## config.mk

```make
export PLATFORM = sky130hd
export DESIGN_NAME = scan_group_sequencer
export DESIGN_NICKNAME = d
export VERILOG_FILES = /design/src/rtl/ssq_pkg.sv /design/src/rtl/ssq_first_set.sv /design/src/rtl/ssq_pend.sv /design/src/rtl/ssq_arbiter.sv /design/src/rtl/scan_group_sequencer.sv
export SDC_FILE = /design/constraint.sdc
export NUM_CORES = 1
export LEC_CHECK = 0
export BUFFER_PORTS_ARGS = -buffer_cell sky130_fd_sc_hd__buf_2
export CAP_MARGIN = 20
export CORE_UTILIZATION = 40
export CTS_CLUSTER_DIAMETER = 150
export DETAILED_ROUTE_END_ITERATION = 6
export PLACE_DENSITY = 0.79
export SLEW_MARGIN = 30
export SYNTH_ARGS = -nofsm -noshare
export SYNTH_HDL_FRONTEND = slang
export SYNTH_SLANG_ARGS = --single-unit
```

## constraint.sdc

```tcl
create_clock -name clk -period 3.6 [get_ports clk]
set_clock_uncertainty 0.1 [all_clocks]
set_input_delay 0.36 -clock clk [delete_from_list [all_inputs] [get_ports clk]]
set_output_delay 0.36 -clock clk [all_outputs]
set_load 0.02 [all_outputs]
```

## src/rtl/ssq_pkg.sv

```systemverilog
package ssq_pkg;

    typedef enum logic [1:0] {
        ST_IDLE    = 2'd0,
        ST_SAMPLE  = 2'd1,
        ST_CONVERT = 2'd2,
        ST_DONE    = 2'd3
    } ssq_state_e;

endpackage

```

## src/rtl/ssq_first_set.sv

```systemverilog
module ssq_first_set #(
    parameter int W  = 16,
    parameter int IW = $clog2(W)
) (
    input  logic [W-1:0]  vec,
    output logic [IW-1:0] idx,
    output logic          any
);

    always_comb begin
        idx = '0;
        for (int i = W - 1; i >= 0; i--) begin
            if (vec[i]) idx = i[IW-1:0];
        end
        any = |vec;
    end

endmodule

```

## src/rtl/ssq_pend.sv

```systemverilog
module ssq_pend #(
    parameter int N = 8
) (
    input  logic         clk,
    input  logic         rst_n,
    input  logic [N-1:0] trig,
    input  logic [N-1:0] clr,
    input  logic [N-1:0] rearm,
    output logic [N-1:0] pend
);

    always_ff @(posedge clk) begin
        if (!rst_n) pend <= '0;
        else        pend <= (pend & ~clr) | (trig & ~pend) | rearm;
    end

    // a pending request is only removed by its grant
    a_r8_pend_kept: assert property (@(posedge clk) disable iff (!rst_n)
        (($past(pend) & ~$past(clr) & ~pend) == '0));

endmodule

```

## src/rtl/ssq_arbiter.sv

```systemverilog
module ssq_arbiter #(
    parameter int N  = 8,
    parameter int IW = $clog2(N)
) (
    input  logic [N-1:0]  req,
    input  logic [N-1:0]  high,
    output logic [IW-1:0] gnt_idx,
    output logic          gnt_valid
);

    logic [N-1:0] req_hi;
    logic [N-1:0] req_use;

    always_comb begin
        req_hi  = req & high;
        req_use = (|req_hi) ? req_hi : (req & ~high);
    end

    ssq_first_set #(.W(N), .IW(IW)) u_pick (
        .vec (req_use),
        .idx (gnt_idx),
        .any (gnt_valid)
    );

endmodule

```

## src/rtl/scan_group_sequencer.sv

```systemverilog
module scan_group_sequencer
    import ssq_pkg::*;
#(
    parameter int N_GROUPS   = 8,
    parameter int N_SAMPLERS = 16,
    parameter int N_MUX      = 4,
    parameter int MUX_SEL_W  = 2,
    parameter int PRESET_W   = 6,
    parameter int CONV_CLKS  = 16
) (
    input  logic                                  clk,
    input  logic                                  rst_n,
    input  logic [N_GROUPS-1:0]                   grp_trig,
    input  logic [N_GROUPS*N_SAMPLERS-1:0]        grp_mask,
    input  logic [N_GROUPS-1:0]                   grp_high,
    input  logic [2*N_GROUPS-1:0]                 grp_time_sel,
    input  logic [N_GROUPS-1:0]                   grp_cont,
    input  logic [N_GROUPS*N_MUX*MUX_SEL_W-1:0]   grp_mux,
    input  logic [3*PRESET_W-1:0]                 time_preset,
    output logic [N_SAMPLERS-1:0]                 smp_hold,
    output logic [N_MUX*MUX_SEL_W-1:0]            mux_sel,
    output logic                                  conv_start,
    output logic [$clog2(N_SAMPLERS)-1:0]         conv_chan,
    output logic [$clog2(N_GROUPS)-1:0]           conv_grp,
    output logic [N_GROUPS-1:0]                   grp_done
);

    localparam int GW     = $clog2(N_GROUPS);
    localparam int CW     = $clog2(N_SAMPLERS);
    localparam int MW     = N_MUX * MUX_SEL_W;
    localparam int CONV_W = $clog2(CONV_CLKS) + 1;
    localparam int CNTW   = (PRESET_W > CONV_W) ? PRESET_W : CONV_W;
    localparam logic [CNTW-1:0] SLOT_LAST = CNTW'(CONV_CLKS - 1);

    // per-group configuration views
    logic [N_SAMPLERS-1:0] mask_arr [N_GROUPS];
    logic [MW-1:0]         mux_arr  [N_GROUPS];
    logic [1:0]            sel_arr  [N_GROUPS];

    for (genvar g = 0; g < N_GROUPS; g++) begin : g_unpack
        assign mask_arr[g] = grp_mask[g*N_SAMPLERS +: N_SAMPLERS];
        assign mux_arr[g]  = grp_mux[g*MW +: MW];
        assign sel_arr[g]  = grp_time_sel[2*g +: 2];
    end

    ssq_state_e            state_q, state_d;
    logic [GW-1:0]         act_grp_q;
    logic [N_SAMPLERS-1:0] rem_q;
    logic [N_SAMPLERS-1:0] full_q;
    logic [MW-1:0]         act_mux_q;
    logic                  act_hi_q;
    logic [CNTW-1:0]       cnt_q;

    logic [N_GROUPS-1:0]   pend;
    logic [N_GROUPS-1:0]   pend_clr;
    logic [N_GROUPS-1:0]   pend_rearm;
    logic [GW-1:0]         gnt_idx;
    logic                  gnt_valid;
    logic                  grant;
    logic [CW-1:0]         chan_idx;
    logic                  rem_any;
    logic [N_SAMPLERS-1:0] rem_next;
    logic [N_SAMPLERS-1:0] g_mask;
    logic [1:0]            g_sel;
    logic [PRESET_W-1:0]   g_preset;

    ssq_pend #(.N(N_GROUPS)) u_pend (
        .clk   (clk),
        .rst_n (rst_n),
        .trig  (grp_trig),
        .clr   (pend_clr),
        .rearm (pend_rearm),
        .pend  (pend)
    );

    ssq_arbiter #(.N(N_GROUPS), .IW(GW)) u_arb (
        .req       (pend),
        .high      (grp_high),
        .gnt_idx   (gnt_idx),
        .gnt_valid (gnt_valid)
    );

    ssq_first_set #(.W(N_SAMPLERS), .IW(CW)) u_chan (
        .vec (rem_q),
        .idx (chan_idx),
        .any (rem_any)
    );

    // grant-side decode
    always_comb begin
        g_mask = mask_arr[gnt_idx];
        g_sel  = sel_arr[gnt_idx];
        unique case (g_sel)
            2'd0: g_preset = '0;
            2'd1: g_preset = time_preset[0 +: PRESET_W];
            2'd2: g_preset = time_preset[PRESET_W +: PRESET_W];
            2'd3: g_preset = time_preset[2*PRESET_W +: PRESET_W];
        endcase
        grant      = (state_q == ST_IDLE) && gnt_valid;
        pend_clr   = grant ? (N_GROUPS'(1) << gnt_idx) : '0;
        pend_rearm = ((state_q == ST_DONE) && grp_cont[act_grp_q])
                     ? (N_GROUPS'(1) << act_grp_q) : '0;
        rem_next   = rem_q & ~(N_SAMPLERS'(1) << chan_idx);
    end

    // next-state logic
    always_comb begin
        state_d = state_q;
        unique case (state_q)
            ST_IDLE: begin
                if (gnt_valid) begin
                    if (g_preset != '0)      state_d = ST_SAMPLE;
                    else if (g_mask == '0)   state_d = ST_DONE;
                    else                     state_d = ST_CONVERT;
                end
            end
            ST_SAMPLE: begin
                if (cnt_q == CNTW'(1)) state_d = rem_any ? ST_CONVERT : ST_DONE;
            end
            ST_CONVERT: begin
                if (cnt_q == '0 && rem_next == '0) state_d = ST_DONE;
            end
            ST_DONE: state_d = ST_IDLE;
        endcase
    end

    // state register
    always_ff @(posedge clk) begin
        if (!rst_n) state_q <= ST_IDLE;
        else        state_q <= state_d;
    end

    // group context and timing counter
    always_ff @(posedge clk) begin
        if (!rst_n) begin
            act_grp_q <= '0;
            rem_q     <= '0;
            full_q    <= '0;
            act_mux_q <= '0;
            act_hi_q  <= 1'b0;
            cnt_q     <= '0;
        end else begin
            unique case (state_q)
                ST_IDLE: begin
                    if (gnt_valid) begin
                        act_grp_q <= gnt_idx;
                        rem_q     <= g_mask;
                        full_q    <= g_mask;
                        act_mux_q <= mux_arr[gnt_idx];
                        act_hi_q  <= grp_high[gnt_idx];
                        cnt_q     <= (g_preset == '0) ? SLOT_LAST : CNTW'(g_preset);
                    end
                end
                ST_SAMPLE: begin
                    cnt_q <= (cnt_q == CNTW'(1)) ? SLOT_LAST : cnt_q - CNTW'(1);
                end
                ST_CONVERT: begin
                    if (cnt_q == '0) begin
                        rem_q <= rem_next;
                        cnt_q <= SLOT_LAST;
                    end else begin
                        cnt_q <= cnt_q - CNTW'(1);
                    end
                end
                ST_DONE: ;
            endcase
        end
    end

    // outputs
    always_comb begin
        smp_hold   = (state_q == ST_CONVERT) ? full_q : '0;
        conv_start = (state_q == ST_CONVERT) && (cnt_q == SLOT_LAST) && rem_any;
        conv_chan  = chan_idx;
        conv_grp   = act_grp_q;
        mux_sel    = act_mux_q;
        grp_done   = (state_q == ST_DONE) ? (N_GROUPS'(1) << act_grp_q) : '0;
    end

    // at most one completion pulse, and only straight after conversion or timing
    a_r7_done_onehot: assert property (@(posedge clk) disable iff (!rst_n)
        $onehot0(grp_done));
    a_r7_done_single: assert property (@(posedge clk) disable iff (!rst_n)
        (|grp_done) |=> (grp_done == '0));

    // an issued channel is held, and starts never come back to back
    a_r6_start_held: assert property (@(posedge clk) disable iff (!rst_n)
        conv_start |-> smp_hold[conv_chan]);
    a_r6_start_gap: assert property (@(posedge clk) disable iff (!rst_n)
        conv_start |=> !conv_start);

    // the held set does not change while a group converts
    a_r5_hold_stable: assert property (@(posedge clk) disable iff (!rst_n)
        (state_q == ST_CONVERT && $past(state_q) == ST_CONVERT) |-> $stable(smp_hold));

    // a pending high-priority group wins the next grant
    a_r2_high_first: assert property (@(posedge clk) disable iff (!rst_n)
        (state_q == ST_IDLE && |(pend & grp_high)) |=> act_hi_q);

endmodule

```

---- Yosys cells after proc, flatten, opt, wreduce, memory -nomap -nowiden ----
Index checks and enable logic that the tools add are counted.
storage, ports and cells
  input port bits ......................... 252
  memories kept ........................... 0
  memory bits (read-only) ................. 0
  bits in writable memories ............... 0
  word-level logic and storage cells ...... 114
  latch bits .............................. 0
  register bits after elaboration ......... 59
  output and inout port bits .............. 40
operators by class
  magnitude comparators ................... 2
  reduce and logical (&&, ||, !) cells .... 21
  divide/modulo/power cells ............... 0
  bitwise gates (word level) .............. 12
  shift operators ......................... 3
  equality and inequality tests ........... 12
  mux-type cells .......................... 56
  multipliers ............................. 0
  add/subtract/negate cells ............... 1
operators by type and width
  kind                                                                number
  16-bit 2-to-1 mux                                                   5
  4-bit 2-to-1 mux                                                    16
  16-bit binary-select mux with 3-bit select                          1
  8-bit 2-to-1 mux                                                    6
  8-bit AND                                                           4
  16-bit zero test                                                    2
  16-bit one-hot mux with 2 select lines                              1
  8-bit binary-select mux with 3-bit select                           1
  3-bit 2-to-1 mux                                                    8
  6-bit 2-to-1 mux                                                    4
  8-bit inverter                                                      3
  6-bit one-hot mux with 4 select lines                               1
  6-bit one-hot mux with 3 select lines                               1
  16-bit AND                                                          1
  16-bit inverter                                                     1
  8-bit bitwise OR                                                    2
  16-bit OR reduction                                                 1
  8-bit OR reduction                                                  2
  1-bit by 3-bit << shifter with 8-bit output, first input constant   2
  1-bit by 4-bit << shifter with 16-bit output, first input constant  1
  6-bit zero test                                                     2
  2-bit 2-to-1 mux                                                    6
  2-bit == test, second input constant                                4
  2-bit != test, second input constant                                4
  18 further kinds                                                    28

---- Depth between registers and ports, before layout ----
  depth after elaboration ................. 23
  depth in mapped cells ................... 15
  gate-level depth less buffers ........... 12

---- Hierarchy ----
A second synthesis with hierarchy kept.
second synthesis, totals
  cells, all modules ...................... 621
  area, all modules ....................... 5,501.5 um2
by module, submodules not included
  module                        cells each  sequential area each (um2)  times used  area each (um2)
  scan_group_sequencer          527         1,021.0                     1           4,738.3
  ssq_pend                      33          160.2                       1           395.4
  ssq_first_set (u_chan)        34          0.0                         1           176.4
  ssq_arbiter                   14          0.0                         1           110.1
  ssq_first_set (u_arb.u_pick)  13          0.0                         1           81.3

---- Least setup slack after synthesis ----
OpenSTA, ideal clock, no wires.
  path kind ............................... input to register
  start point ............................. input port grp_high[1]
  end point ............................... register cnt_q[5]
  setup time .............................. 0.128 ns
  slack ................................... 0.312 ns
  stages .................................. 14
  arrival time ............................ 3.060 ns
  path buffers ............................ 2
  cells stage by stage .................... a22oi_2 -> and4_4 -> buf_6 -> o21ai_2 -> o221ai_4 -> mux2_2 -> o22ai_2 -> a2bb2oi_2 -> buf_2 -> mux2_1 -> a22oi_1 -> o22ai_1 -> a22oi_1 -> nor2_1
between the ends
  cells in the longest elaborated chain, start to end .. 21
  elaborated cells on any way between the ends .. 29
RTL lines
  what                                                    line                         RTL
  start: declaration                                      scan_group_sequencer.sv:15   input logic [N_GROUPS-1:0] grp_high,
  8-bit AND                                               ssq_arbiter.sv:15            req_hi = req & high;
  8-bit OR reduction                                      ssq_arbiter.sv:16            req_use = (|req_hi) ? req_hi : (req & ~high);
  8-bit 2-to-1 mux *                                      ssq_arbiter.sv:16
  3-bit 2-to-1 mux (8 in series)                          ssq_first_set.sv:13          if (vec[i]) idx = i[IW-1:0];
  3-bit inverter with 4-bit output (implied by the code)  scan_group_sequencer.sv:92   g_sel = sel_arr[gnt_idx];
  2-bit binary-select mux with 3-bit select               scan_group_sequencer.sv:92
  2-bit 2-to-1 mux (implied by the code) (2 in series)    scan_group_sequencer.sv:92
  2-bit == test (tied with other cells)                   scan_group_sequencer.sv:93   unique case (g_sel)
  6-bit one-hot mux with 4 select lines                   scan_group_sequencer.sv:93
  6-bit zero test                                         scan_group_sequencer.sv:151  cnt_q <= (g_preset == '0) ? SLOT_LAST : CNTW'(g_preset);
  6-bit 2-to-1 mux                                        scan_group_sequencer.sv:151
  6-bit 2-to-1 mux                                        scan_group_sequencer.sv:145  if (gnt_valid) begin
  6-bit one-hot mux with 3 select lines                   scan_group_sequencer.sv:143  unique case (state_q)
  end signal: assignment                                  scan_group_sequencer.sv:151
  end signal: assignment                                  scan_group_sequencer.sv:155  cnt_q <= (cnt_q == CNTW'(1)) ? SLOT_LAST : cnt_q - CNTW'(1);
  end signal: assignment                                  scan_group_sequencer.sv:162  cnt_q <= cnt_q - CNTW'(1);
  end: declaration                                        scan_group_sequencer.sv:52   logic [CNTW-1:0] cnt_q;
Every way passes the cells marked *; elsewhere a longest branch is shown, timed or not. The select of a mux whose other input is x is not followed.
A chain may end at the register's enable or synchronous reset.

---- Worst setup path after layout ----
  start point ............................. register u_pend.pend[1]
  end point ............................... register cnt_q[5]
between the ends
  cells in the longest elaborated chain, start to end .. 21
  elaborated cells on any way between the ends .. 28
RTL lines
  what                                                    line                         RTL
  start: declaration                                      ssq_pend.sv:9                output logic [N-1:0] pend
  start signal: assignment                                ssq_pend.sv:14               else pend <= (pend & ~clr) | (trig & ~pend) | rearm;
  8-bit AND                                               ssq_arbiter.sv:15
  8-bit OR reduction                                      ssq_arbiter.sv:16
  8-bit 2-to-1 mux *                                      ssq_arbiter.sv:16
  3-bit 2-to-1 mux (8 in series)                          ssq_first_set.sv:13
  3-bit inverter with 4-bit output (implied by the code)  scan_group_sequencer.sv:92
  2-bit binary-select mux with 3-bit select               scan_group_sequencer.sv:92
  2-bit 2-to-1 mux (implied by the code) (2 in series)    scan_group_sequencer.sv:92
  2-bit == test (tied with other cells)                   scan_group_sequencer.sv:93
  6-bit one-hot mux with 4 select lines                   scan_group_sequencer.sv:93
  6-bit zero test                                         scan_group_sequencer.sv:151
  6-bit 2-to-1 mux                                        scan_group_sequencer.sv:151
  6-bit 2-to-1 mux                                        scan_group_sequencer.sv:145
  6-bit one-hot mux with 3 select lines                   scan_group_sequencer.sv:143
Marked as above.

==> summary.txt <==
Status
  – Status: finished, violations left
  – Failing checks: negative setup slack

Logic synthesis
  – Cells after Synth: 814
  – Post-synth top area share: a little over a fifth
  – Prevailing post-synth register cell: dfxtp_1
  – Syn Nets: roughly 1100
  – Sequential share of the synthesized area: between 20% and 30%
  – Library cells used by synthesis: a little under 70
  – Yosys reg bits: slightly below 60
  – FFs w/ async S/R, synth: 0%
  – Leading area contributor after synthesis: dfxtp_1
  – Synth warn: 0
  – Synth Area per Inst: 6.73 um^2
  – Largest cells by area after synthesis: dfxtp_1, nand2_1, a21oi_1, nor2_1, mux2i_1
  – Post-synth EDFFs: 0
  – Post-synthesis cell area: 5480 um^2

Timing
  – RSZ-0062 raised after global routing: yes
  – Slew HR: 64.3%
  – Final Setup Violations: 1
  – Final TNS setup: -0.00339 ns
  – WHS: ~0.16 ns
  – Max Clk Rate: 278 MHz
  – Hold Vio Cnt, Final: 0
  – Final period util: 100%
  – Fin crit period: about 3.6 ns
  – Worst-Margin Slew: roughly 0.54 ns
  – Max Slew Vio Count: 0
  – PnR worst setup slack: -0.00339 ns

Setup path
  – Crit. End Element: flip-flop
  – Critical path type: reg2reg
  – CP Max Fanout: 12
  – Crit path DAT: 3.71 ns
  – Req. time, crit path: 3.71 ns
  – Worst setup SP type: flip-flop

Drt
  – Pre-Repair DR Iteration Count: 5
  – Final antenna-violating net count: 0
  – Final WL: 23400 um
  – Via density per instance: about 5.7
  – Number of remaining DRC errors: 0
  – DR WL/cell: 17.7 um
  – Starting DRT DRC Count: 679
  – Vias: around 7500

Pwr
  – Seq pwr share: 17.6%
  – Clock share of power: about 12%
  – Pwr dens: 819 nW/um^2
  – Net Sw Frac: 49.5%
  – Post-layout total power: 6.61 mW
  – Static Leakage: a little under 4 nW
  – Total net switching power: ~3.3 mW
  – Comb power frac: between 70% and 80%
  – VDD IR max: ~400 uV
  – Internal power: approximately 3.3 mW

Clocking
  – Clk sink count: just under 60
  – Worst-path clk slew: 0.06 ns
  – Worst-case clock buffer depth: 2
  – Clk_lat worst skew: 0.34 ns
  – Hold_buf cts: 0
  – CTS tree: yes
  – CTS root buffer: clkbuf_16
  – H-tree depth: 3
  – CTS buffer count: 9

Final layout
  – Area delta synth->final: 47.3%
  – Final Util: about three fifths
  – Register area: roughly 1200 um^2
  – Final Net Count: 1400
  – Layout cell share with drive strength beyond 1: between 30 and 40%
  – Multi-input gate area: between 4000 and 5000 um^2
  – Commonest non-fill, non-tap cell in the layout: buf_2
  – Filler Cell Count: 1222
  – Commonest non-fill, non-tap cells in the layout: buf_2, nand2_1, a21oi_1, buf_4, nor2_1

Min path
  – Hold WC Path Type: in2reg

GRT
  – Vias in the first global route: 6945
  – First-pass GRT wire length: about 35000 um
  – Initial antenna violation count: 1
  – Largest net degree at the start of global routing: 36
  – Gr ovfl total: 0
  – Total track usage: roughly a third

Die
  – Starting Density: between 40% and 50%
  – Core area: ~13000 um^2
  – Die height: between 100 and 150 um
  – I/O pin total: slightly below 300
  – Area of the die: 14200 um^2
  – DIE WIDTH: between 100 and 150 um
  – Rows: 42

Placed design
  – Post-DP HPWL: around 18000 um
  – Gpl congestion: ~1.0
  – PortBufs: 291
  – Placement Setup Slack: -0.218 ns

Flow run
  – Max-cap viol count: 0
## synthesized netlist by cell type (6+ instances only)
| master | count |
|---|---|
| a211oi_1 | 10 |
| a21oi_1 | 98 |
| a22o_1 | 12 |
| a22oi_1 | 11 |
| a311oi_1 | 17 |
| a32o_1 | 13 |
| and2_1 | 21 |
| and3_1 | 10 |
| buf_2 | 7 |
| clkbuf_1 | 39 |
| dfxtp_1 | 59 |
| ha_1 | 9 |
| inv_1 | 24 |
| mux2i_1 | 23 |
| nand2_1 | 189 |
| nand2b_1 | 6 |
| nand3_1 | 25 |
| nand4_1 | 6 |
| nor2_1 | 67 |
| nor3_1 | 20 |
| o21ai_0 | 29 |
| o221ai_1 | 8 |
| o22ai_1 | 11 |
## per-stage QoR
step / cell area (um^2) / std cells
after floorplan: 5480 / 814
after global placement: 7530 / 1294
after detailed placement: 7530 / 1294
after CTS: 7830 / 1310
after global routing: 8070 / 1320
final: 8070 / 1321
## sequential cells by signal, summed over array words and instances, names as in the netlist
signal,flops
cnt_q,6
conv_grp,3
full_q,16
mux_sel,8
rem_q,16
state_q,2
u_pend.pend,8
## final timing paths
kind,from,end,slack (ns),cells after the start
max reg2reg,u_pend.pend[1],cnt_q[5],-0.003,14
max,u_pend.pend[1],cnt_q[5],-0.003,14
min,grp_cont[0],u_pend.pend[0],0.16,3
min reg2reg,full_q[13],full_q[13],0.35,2
## area by class of cell
| cell class | instances | share of cell area [%] |
|---|---|---|
| antenna | 1 | 0.0310 |
| tap | 176 | 2.73 |
| timing repair buffer | 369 | 26.8 |
| sequential | 59 | 14.7 |
| inverter | 25 | 1.16 |
| clock buffer | 11 | 3.01 |
| clock inverter | 5 | 0.356 |
| multi-input combinational | 675 | 51.2 |
## repair_timing
item	CTS	global route
setup endpoints to repair	2	8
cloned	0	1
gates resized for setup	6	28
setup buffers	0	9
pin swaps	1	13
## power by group through the flow
stage / combinational (mW) / sequential, mW / clock (mW)
finish: 4.65 / 1.16 / 0.801
global route: 5.05 / 1.20 / 0.844
CTS: 4.40 / 1.15 / 0.811
detailed placement: 4.36 / 1.16 / 0
global placement: 4.35 / 1.16 / 0
floorplan: 2.72 / 1.17 / 0
## cell families (layout without fill, tap and decap cells)
kind of cell	Yosys count	count (layout)	share of synthesized area (%)
flops	59	59	21.6
compound gates	264	264	33.9
fa+ha+maj	9	9	2.05
simple gates	372	372	30.7
mux	28	28	5.23
buf+inv	80	410	6.19
other cells	0	1	0
xor+xnor	2	2	0.320
## critical path, stage by stage (launching register included)
cell       delay (ns)
dfxtp_4          0.35
a22oi_2          0.33
a41oi_2          0.19
buf_4            0.18
o22ai_2          0.20
a31oi_2          0.19
or3_4            0.44
o22ai_2          0.20
a2bb2oi_2        0.24
buf_12           0.17
mux2_1           0.34
a22oi_2          0.13
o22ai_1          0.11
a22oi_1          0.24
nor2_1           0.06
## per-layer routing
| layer | part of all wire, % | GRT usage, % |
|---|---|---|
| met1 | 41 | 39.3 |
| met2 | 47 | 51.6 |
| met3 | 8.4 | 8.76 |
| met4 | 3.3 | 12.3 |
| met5 | 0.051 | 0 |
No activity file was read; power rests on OpenSTA's default activity.
